--- config.mk ---
export PLATFORM = sky130hd
export DESIGN_NAME = btn_req_latch
export DESIGN_NICKNAME = d
export VERILOG_FILES = /design/src/rtl/btn_req_pkg.sv /design/src/rtl/btn_rise_detect.sv /design/src/rtl/req_flag_bank.sv /design/src/rtl/btn_req_latch.sv
export SDC_FILE = /design/constraint.sdc
export NUM_CORES = 1
export LEC_CHECK = 0
export ABC_AREA = 1
export BUFFER_PORTS_ARGS = -buffer_cell sky130_fd_sc_hd__buf_2
export CAP_MARGIN = 30
export CORE_MARGIN = 3
export CORE_UTILIZATION = 42
export CTS_CLUSTER_DIAMETER = 60
export DETAILED_ROUTE_END_ITERATION = 7
export PLACE_DENSITY = 0.68
export SLEW_MARGIN = 20
export SYNTH_ARGS = -nofsm -noshare
export SYNTH_HDL_FRONTEND = slang
export SYNTH_SLANG_ARGS = --single-unit
--- constraint.sdc ---
create_clock -name clk -period 0.8 [get_ports clk]
set_clock_uncertainty 0.2 [all_clocks]
set_input_delay 0.16 -clock clk [delete_from_list [all_inputs] [get_ports clk]]
set_output_delay 0.16 -clock clk [all_outputs]
set_load 0.02 [all_outputs]
--- src/rtl/btn_req_pkg.sv ---
`timescale 1ns/1ps
package btn_req_pkg;
  localparam int BTN_COUNT = 6;

  // bit positions of each button in the level and flag vectors
  localparam int IDX_FFWD  = 0;
  localparam int IDX_REW   = 1;
  localparam int IDX_PLAY  = 2;
  localparam int IDX_ERASE = 3;
  localparam int IDX_GREET = 4;
  localparam int IDX_RING  = 5;
endpackage

--- src/rtl/btn_rise_detect.sv ---
`timescale 1ns/1ps
module btn_rise_detect #(
  parameter int WIDTH = 6
) (
  input  logic             clk,
  input  logic             rst,
  input  logic [WIDTH-1:0] lvl_i,
  output logic [WIDTH-1:0] rise_o
);
  logic [WIDTH-1:0] cur_q;
  logic [WIDTH-1:0] prev_q;

  always_ff @(posedge clk) begin
    if (rst) begin
      cur_q  <= '0;
      prev_q <= '0;
    end else begin
      cur_q  <= lvl_i;
      prev_q <= cur_q;
    end
  end

  generate
    for (genvar g = 0; g < WIDTH; g++) begin : g_rise
      assign rise_o[g] = cur_q[g] & ~prev_q[g];

      // a pulse never lasts two cycles, so a held button gives one request
      p_pulse_single_r3 : assert property (@(posedge clk) disable iff (rst)
        rise_o[g] |=> !rise_o[g]);
    end
  endgenerate
endmodule

--- src/rtl/req_flag_bank.sv ---
`timescale 1ns/1ps
module req_flag_bank #(
  parameter int WIDTH = 6
) (
  input  logic             clk,
  input  logic             rst,
  input  logic [WIDTH-1:0] set_i,
  input  logic             clr_i,
  output logic [WIDTH-1:0] flag_o
);
  logic [WIDTH-1:0] flag_q;

  generate
    for (genvar g = 0; g < WIDTH; g++) begin : g_flag
      // falling-edge capture: the rising-edge pulse has half a cycle to settle
      always_ff @(negedge clk) begin
        if (rst)           flag_q[g] <= 1'b0;
        else if (set_i[g]) flag_q[g] <= 1'b1;
        else if (clr_i)    flag_q[g] <= 1'b0;
      end

      // a pulse is caught at this falling edge
      p_pulse_caught_r2 : assert property (@(negedge clk) disable iff (rst)
        set_i[g] |=> flag_q[g]);
      // clear without a new edge drops the flag
      p_clear_drops_r5 : assert property (@(negedge clk) disable iff (rst)
        (clr_i && !set_i[g]) |=> !flag_q[g]);
      // a new edge wins over a clear in the same cycle
      p_set_wins_r6 : assert property (@(negedge clk) disable iff (rst)
        (clr_i && set_i[g]) |=> flag_q[g]);
      // nothing touching the flag leaves it unchanged
      p_flag_hold_r4 : assert property (@(negedge clk) disable iff (rst)
        (!clr_i && !set_i[g]) |=> $stable(flag_q[g]));
    end
  endgenerate

  // reset empties the whole bank
  p_reset_clears_r1 : assert property (@(negedge clk)
    rst |=> (flag_q == '0));

  assign flag_o = flag_q;
endmodule

--- src/rtl/btn_req_latch.sv ---
`timescale 1ns/1ps
module btn_req_latch
  import btn_req_pkg::*;
#(
  parameter int N_BTN = BTN_COUNT
) (
  input  logic             clk,
  input  logic             rst,
  input  logic [N_BTN-1:0] btn_lvl,
  input  logic             req_clr,
  output logic [N_BTN-1:0] req_flag
);
  logic [N_BTN-1:0] rise_w;

  btn_rise_detect #(.WIDTH(N_BTN)) u_rise (
    .clk    (clk),
    .rst    (rst),
    .lvl_i  (btn_lvl),
    .rise_o (rise_w)
  );

  req_flag_bank #(.WIDTH(N_BTN)) u_flags (
    .clk    (clk),
    .rst    (rst),
    .set_i  (rise_w),
    .clr_i  (req_clr),
    .flag_o (req_flag)
  );
endmodule

==> results.md, run 1 <==
* Grt total ovfl at 0
* Async SR Flop Fraction at 0%
* Routed len/inst at 8.07 µm
* Top_reg_cell synth: dfxtp_1
* Register area share after synthesis at 62.3%
* Number of detailed-route iterations in the first pass at 2
* Max Slew Vio Count at 0
* CTS tree: done
* WP data required at 440 ps
* Post-DRT Antenna Nets at 0
* Buffers & Inverters on Critical Path at 1
* Clk Tree Root Cell: clkbuf_4
* I/O pin total at 15
* CP max FO at 2
* CP max stage cell: dfxtp_4
* Detailed-route via count at 431
* Clock-pin slew on the worst setup and hold paths at 90 ps
* Synth Register Bits at 18
* Yosys cell types at 8
* Fin cells at 111
* Area leader, netlist: dfxtp_1
* Area contributors post-synth: dfxtp_1 62%, inv_1 12%, nand2_1 7.8%
* Ratio of cells with drive above 1 in the final layout at 36.1%
* DP Cell Count at 100
* RePlAce Congestion at 0.663
* Most common cell in the netlist: inv_1
* EDFF count, synth at 0
* Via density at 3.88
* Mapped Nets at 79
* Syn Inst Count at 70
* Area Overhead vs Synth at 39.6%
* Global-route wire length before repair at 1480 µm
* Yosys top cell area share at 62.3%
* Synth top cells by count: 19 x inv_1, 18 x dfxtp_1, 12 x nand2_1, 12 x nor2_1, 6 x nand3_1
* Ys Warns at 0
* Core area at 0.00120 mm²
* CTS sink count at 18
* Final net count at 107
* Largest net degree at the start of global routing at 13
* Max Cap Violations at 0
* Avg Cell Area, Syn at 8.26 µm²
* Clock buffer depth at 2
* Peak VDD IR at 0.00154 V
* Die height at 43.1 µm
* Cell Pwr Density at 2080 mW/mm²
* Initial Util at 48.1%
* Least-Margin Pin Slew at 145 ps
* CP endpoint kind: primary output
* Hold Vio Cnt, Final at 6
* Tot GR Track Use at 11.0%
* Routed wire length at 896 µm
* Ant. Diodes at 0
* Die area at 0.00186 mm²
* CP peak stage delay at 330 ps
* Final hold slack at -131 ps
* Final worst slack at -762 ps
* Critical path, cell by cell: buf_6
* RSZ-0062 raised after global routing: true
* Outcome: complete, but fails checks
* Final instance area at 807 µm²
* Area post-placement at 697 µm²
* Antenna violations before repair at 0
* Mapped cell area at 578 µm²
* Startpoint types: register
* Worst min-delay path class: in -> reg
* Rel. slew slack at 90.3%
* Drc violations at 0
* Vias in the first global route at 348
* CP top delay family: flip-flops
* # rows at 12
* Post-DP HPWL at 634 µm
* Die width at 43.1 µm
* Number of fill cells in the layout at 107
* Failing checks: hold timing, setup timing
* I/O Buffers at 14
* Leakage at 0.434 nW
* Kind of critical path: reg -> out
* Worst EP arrival at 1200 ps
* Finish-stage setup viols at 12
* Worst-Skew Late Latency at 280 ps
* Cts bufs inserted at 3
* Iteration-0 DRC Markers at 5
* H-tree Lvls at 1
layout by cell type (no fill, tap or decap):
master / instances
clkbuf_1: 1
nand3_2: 2
dfxtp_4: 5
inv_2: 2
buf_2: 8
nor2_1: 12
inv_1: 23
nor2_4: 1
buf_6: 6
dfxtp_1: 10
nand3_1: 4
buf_4: 5
dfxtp_2: 3
nand2_1: 12
clkbuf_4: 3
flip-flops by register name, indices dropped and copies added (netlist names):
signal,cells
u_flags.flag_o,6
u_rise.cur_q,6
u_rise.prev_q,6
worst paths after layout:
check	start	to	slack, ps	depth (start not counted)
hold reg to reg	u_rise.cur_q[2]	u_rise.prev_q[2]	220	2
setup / recovery	u_flags.flag_o[1]	req_flag[1]	-760	1
setup reg to reg	u_rise.prev_q[2]	u_flags.flag_o[2]	-320	3
hold / removal	btn_lvl[3]	u_rise.cur_q[3]	-130	3
where the power goes:
group	switching, mW	total [mW]	leakage [nW]	internal [mW]
clock network	0.315	0.547	0.0469	0.232
logic	0.0800	0.165	0.234	0.0853
registers	0.0243	0.964	0.153	0.940
total	0.419	1.68	0.434	1.26
kinds of logic (layout without fill, tap and decap cells):
kind of cell,Yosys count,after routing,synth area share (%)
buffers and inverters,21,48,14.9
DFF,18,18,62.3
and+or+nand+nor,31,31,22.7
what timing repair did:
item | 4_1_cts | 5_1_grt
pin swaps | 0 | 2
setup endpoints to repair | 12 | 12
hold endpoints to repair | 6 | 6
resized for setup | 12 | 5
buffers inserted | 2 | 0
per-stage QoR:
step           util, %  worst slack, ps  power, mW  setup TNS, ps
6_report          67.2             -762       1.68          -6400
2_1_floorplan        -             -328       1.11          -3840
3_3_place_gp      58.0             -437       1.16          -5750
4_1_cts           66.1             -779       1.71          -6530
5_1_grt           67.2             -814       1.80          -6770
3_5_place_dp      58.0             -451       1.16          -5880
layer usage:
| metal | GRT usage (%) | wire, µm | vias to the layer above |
|---|---|---|---|
| met1 | 13.4 | 409 | 166 |
| met2 | 16.2 | 411 | 14 |
| met3 | 6.36 | 68 | 2 |
| met4 | 3.61 | 7 | 0 |
| met5 | 0 | 0 | - |
| li1 | - | - | 249 |
tightest hold or removal path, stage by stage:
cell	delay, ps
buf_2	70
inv_1	30
nor2_1	60
cell type report:
cell class	count	area [µm²]	share of cell area (%)
clock buffer	4	26.3	3.26
clock inverter	6	22.5	2.79
timing repair buffer	19	145	18.0
tap	14	17.5	2.17
inverter	19	71.3	8.84
multi-input combinational	31	141	17.5
sequential	18	383	47.4
Note: power is estimated with default switching activity, not from simulation.
==> run 2: changes to the inputs <==
--- a/config.mk
+++ b/config.mk
@@ -12,7 +12,8 @@
 export CORE_UTILIZATION = 42
 export CTS_CLUSTER_DIAMETER = 60
 export DETAILED_ROUTE_END_ITERATION = 7
-export PLACE_DENSITY = 0.68
+export PLACE_DENSITY = 0.7
+export RECOVER_POWER = 100
 export SLEW_MARGIN = 20
 export SYNTH_ARGS = -nofsm -noshare
 export SYNTH_HDL_FRONTEND = slang
==> results.md, run 2 (same netlist as run 1, synthesis figures left out) <==
* H-tree Lvls at 1 (unchanged)
* Peak VDD IR at 0.00120 V (was 0.00154 V)
* CP max stage cell: dfxtp_4 (unchanged)
* Finish-stage setup viols at 12 (unchanged)
* Failing checks: hold timing, setup timing (unchanged)
* Final worst slack at -781 ps (was -762 ps)
* Leakage at 0.436 nW (was 0.434 nW)
* Routed len/inst at 8.91 µm (was 8.07 µm)
* Via density at 4.17 (was 3.88)
* CTS tree: done (unchanged)
* Area post-placement at 697 µm² (unchanged)
* Setup tns final at -6470 ps (was -6400 ps)
* # rows at 12 (unchanged)
* Least-Margin Pin Slew at 247 ps (was 145 ps)
* Max Cap Violations at 0 (unchanged)
* FF+latch area at 384 µm² (was 383 µm²)
* Final hold slack at -146 ps (was -131 ps)
* Most frequent cells in the layout: 23 x inv_1, 12 x nand2_1, 12 x nor2_1, 9 x dfxtp_1, 7 x buf_2 (was 23 x inv_1, 12 x nand2_1, 12 x nor2_1, 10 x dfxtp_1, 8 x buf_2)
* CP endpoint kind: primary output (unchanged)
* Hold Vio Cnt, Final at 6 (unchanged)
* Ratio of cells with drive above 1 in the final layout at 39.8% (was 36.1%)
* Clock-pin slew on the worst setup and hold paths at 100 ps (was 90 ps)
* Worst-Skew Late Latency at 290 ps (was 280 ps)
* I/O Buffers at 14 (unchanged)
* Die height at 43.1 µm (unchanged)
* Most common cell after layout, fill and taps aside: inv_1 (unchanged)
* Critical path, cell by cell: buf_6 (unchanged)
* Cts bufs inserted at 3 (unchanged)
* CP top delay family: flip-flops (unchanged)
* Post-DRT Antenna Nets at 0 (unchanged)
* CTS sink count at 18 (unchanged)
* I/O pin total at 15 (unchanged)
* Number of fill cells in the layout at 97 (was 107)
* Antenna violations before repair at 0 (unchanged)
* Final net count at 108 (was 107)
* Post-DP HPWL at 692 µm (was 634 µm)
* WP data required at 440 ps (about the same)
* Cell Pwr Density at 2100 mW/mm² (was 2080 mW/mm²)
* Clk Tree Root Cell: clkbuf_4 (unchanged)
* Overall Power at 1.73 mW (was 1.68 mW)
* Initial Util at 48.1% (unchanged)
* CP max FO at 2 (unchanged)
* Die area at 0.00186 mm² (unchanged)
* Multi-input gate area at 151 µm² (was 141 µm²)
* Ant. Diodes at 0 (unchanged)
* Outcome: complete, but fails checks (unchanged)
* Worst EP arrival at 1220 ps (was 1200 ps)
* Startpoint types: register (unchanged)
* Vias in the first global route at 450 (was 348)
* Drc violations at 0 (unchanged)
* Clock buffer depth at 2 (unchanged)
* Routed wire length at 998 µm (was 896 µm)
* Buffers & Inverters on Critical Path at 1 (unchanged)
* Largest net degree at the start of global routing at 11 (was 13)
* Tot GR Track Use at 13.5% (was 11.0%)
* Iteration-0 DRC Markers at 1 (was 5)
* Die width at 43.1 µm (unchanged)
* CP peak stage delay at 340 ps (was 330 ps)
* Number of detailed-route iterations in the first pass at 2 (unchanged)
* Pre-CTS setup slack at -453 ps (was -451 ps)
* Global-route wire length before repair at 1800 µm (was 1480 µm)
* RePlAce Congestion at 0.672 (was 0.663)
* Detailed-route via count at 467 (was 431)
* Grt total ovfl at 0 (unchanged)
* Final instance area at 823 µm² (was 807 µm²)
* Max Slew Vio Count at 0 (unchanged)
* Core area at 0.00120 mm² (unchanged)
* Kind of critical path: reg -> out (unchanged)
* Worst min-delay path class: in -> reg (unchanged)
* RSZ-0062 raised after global routing: true (unchanged)
* Area Overhead vs Synth at 42.4% (was 39.6%)
* Rel. slew slack at 83.5% (was 90.3%)
==> run 2: cell count changes in the layout (fill, tap and decap cells not counted), sizes merged <==
| cell | before | now |
|---|---|---|
| buf | 19 | 18 |
| clkbuf | 4 | 5 |
| clkinvlp | 0 | 1 |
==> run 2: worst paths after layout <==
path	from	end	cells past startpoint	slack, ps
min	btn_lvl[4]	u_rise.cur_q[4]	3	-150
max	u_flags.flag_o[2]	req_flag[2]	1	-780
min reg2reg	u_rise.cur_q[5]	u_rise.prev_q[5]	2	230
max reg2reg	u_rise.prev_q[5]	u_flags.flag_o[5]	3	-330
==> run 2: stage by stage <==
step / hold slack [ps] / std cells / util (%)
finish: -146 / 112 / 68.5
global route: -142 / 112 / 68.5
CTS: -151 / 111 / 66.3
detailed placement: 167 / 100 / 58.0
global placement: 160 / 100 / 58.0
floorplan: 31.2 / 70 / -
==> run 2: power by group <==
part	switching [mW]	internal (mW)	leakage, nW
clock	0.368	0.222	0.0458
combinational	0.0841	0.0870	0.237
sequential	0.0248	0.939	0.153
total	0.477	1.25	0.436
==> run 2: final cells by class <==
cell class                      instances  share of cell area (%)
Multi-Input combinational cell         31                    18.4
Sequential cell                        18                    46.7
Clock inverter                          7                    3.34
Inverter                               19                    8.66
Timing Repair Buffer                   20                    18.1
Tap cell                               14                    2.13
Clock buffer                            3                    2.74
==> run 2: layer usage <==
metal	wire, µm	GRT usage (%)	share of wire [%]
met1	424	14.7	42
met2	512	23.0	51
met3	48	2.54	4.8
met4	12	9.04	1.2
met5	0	0	0
==> run 2: tightest hold or removal path, stage by stage <==
cell	delay [ps]
buf_2	90
inv_1	40
nor2_1	30
==> run 2: what timing repair did <==
item | in CTS | in global routing
setup buffers | 2 | 1
resized for setup | 12 | 8
pin swaps | 0 | 1
endpoints found under the setup margin | 12 | 13
hold endpoints to repair | 6 | 6
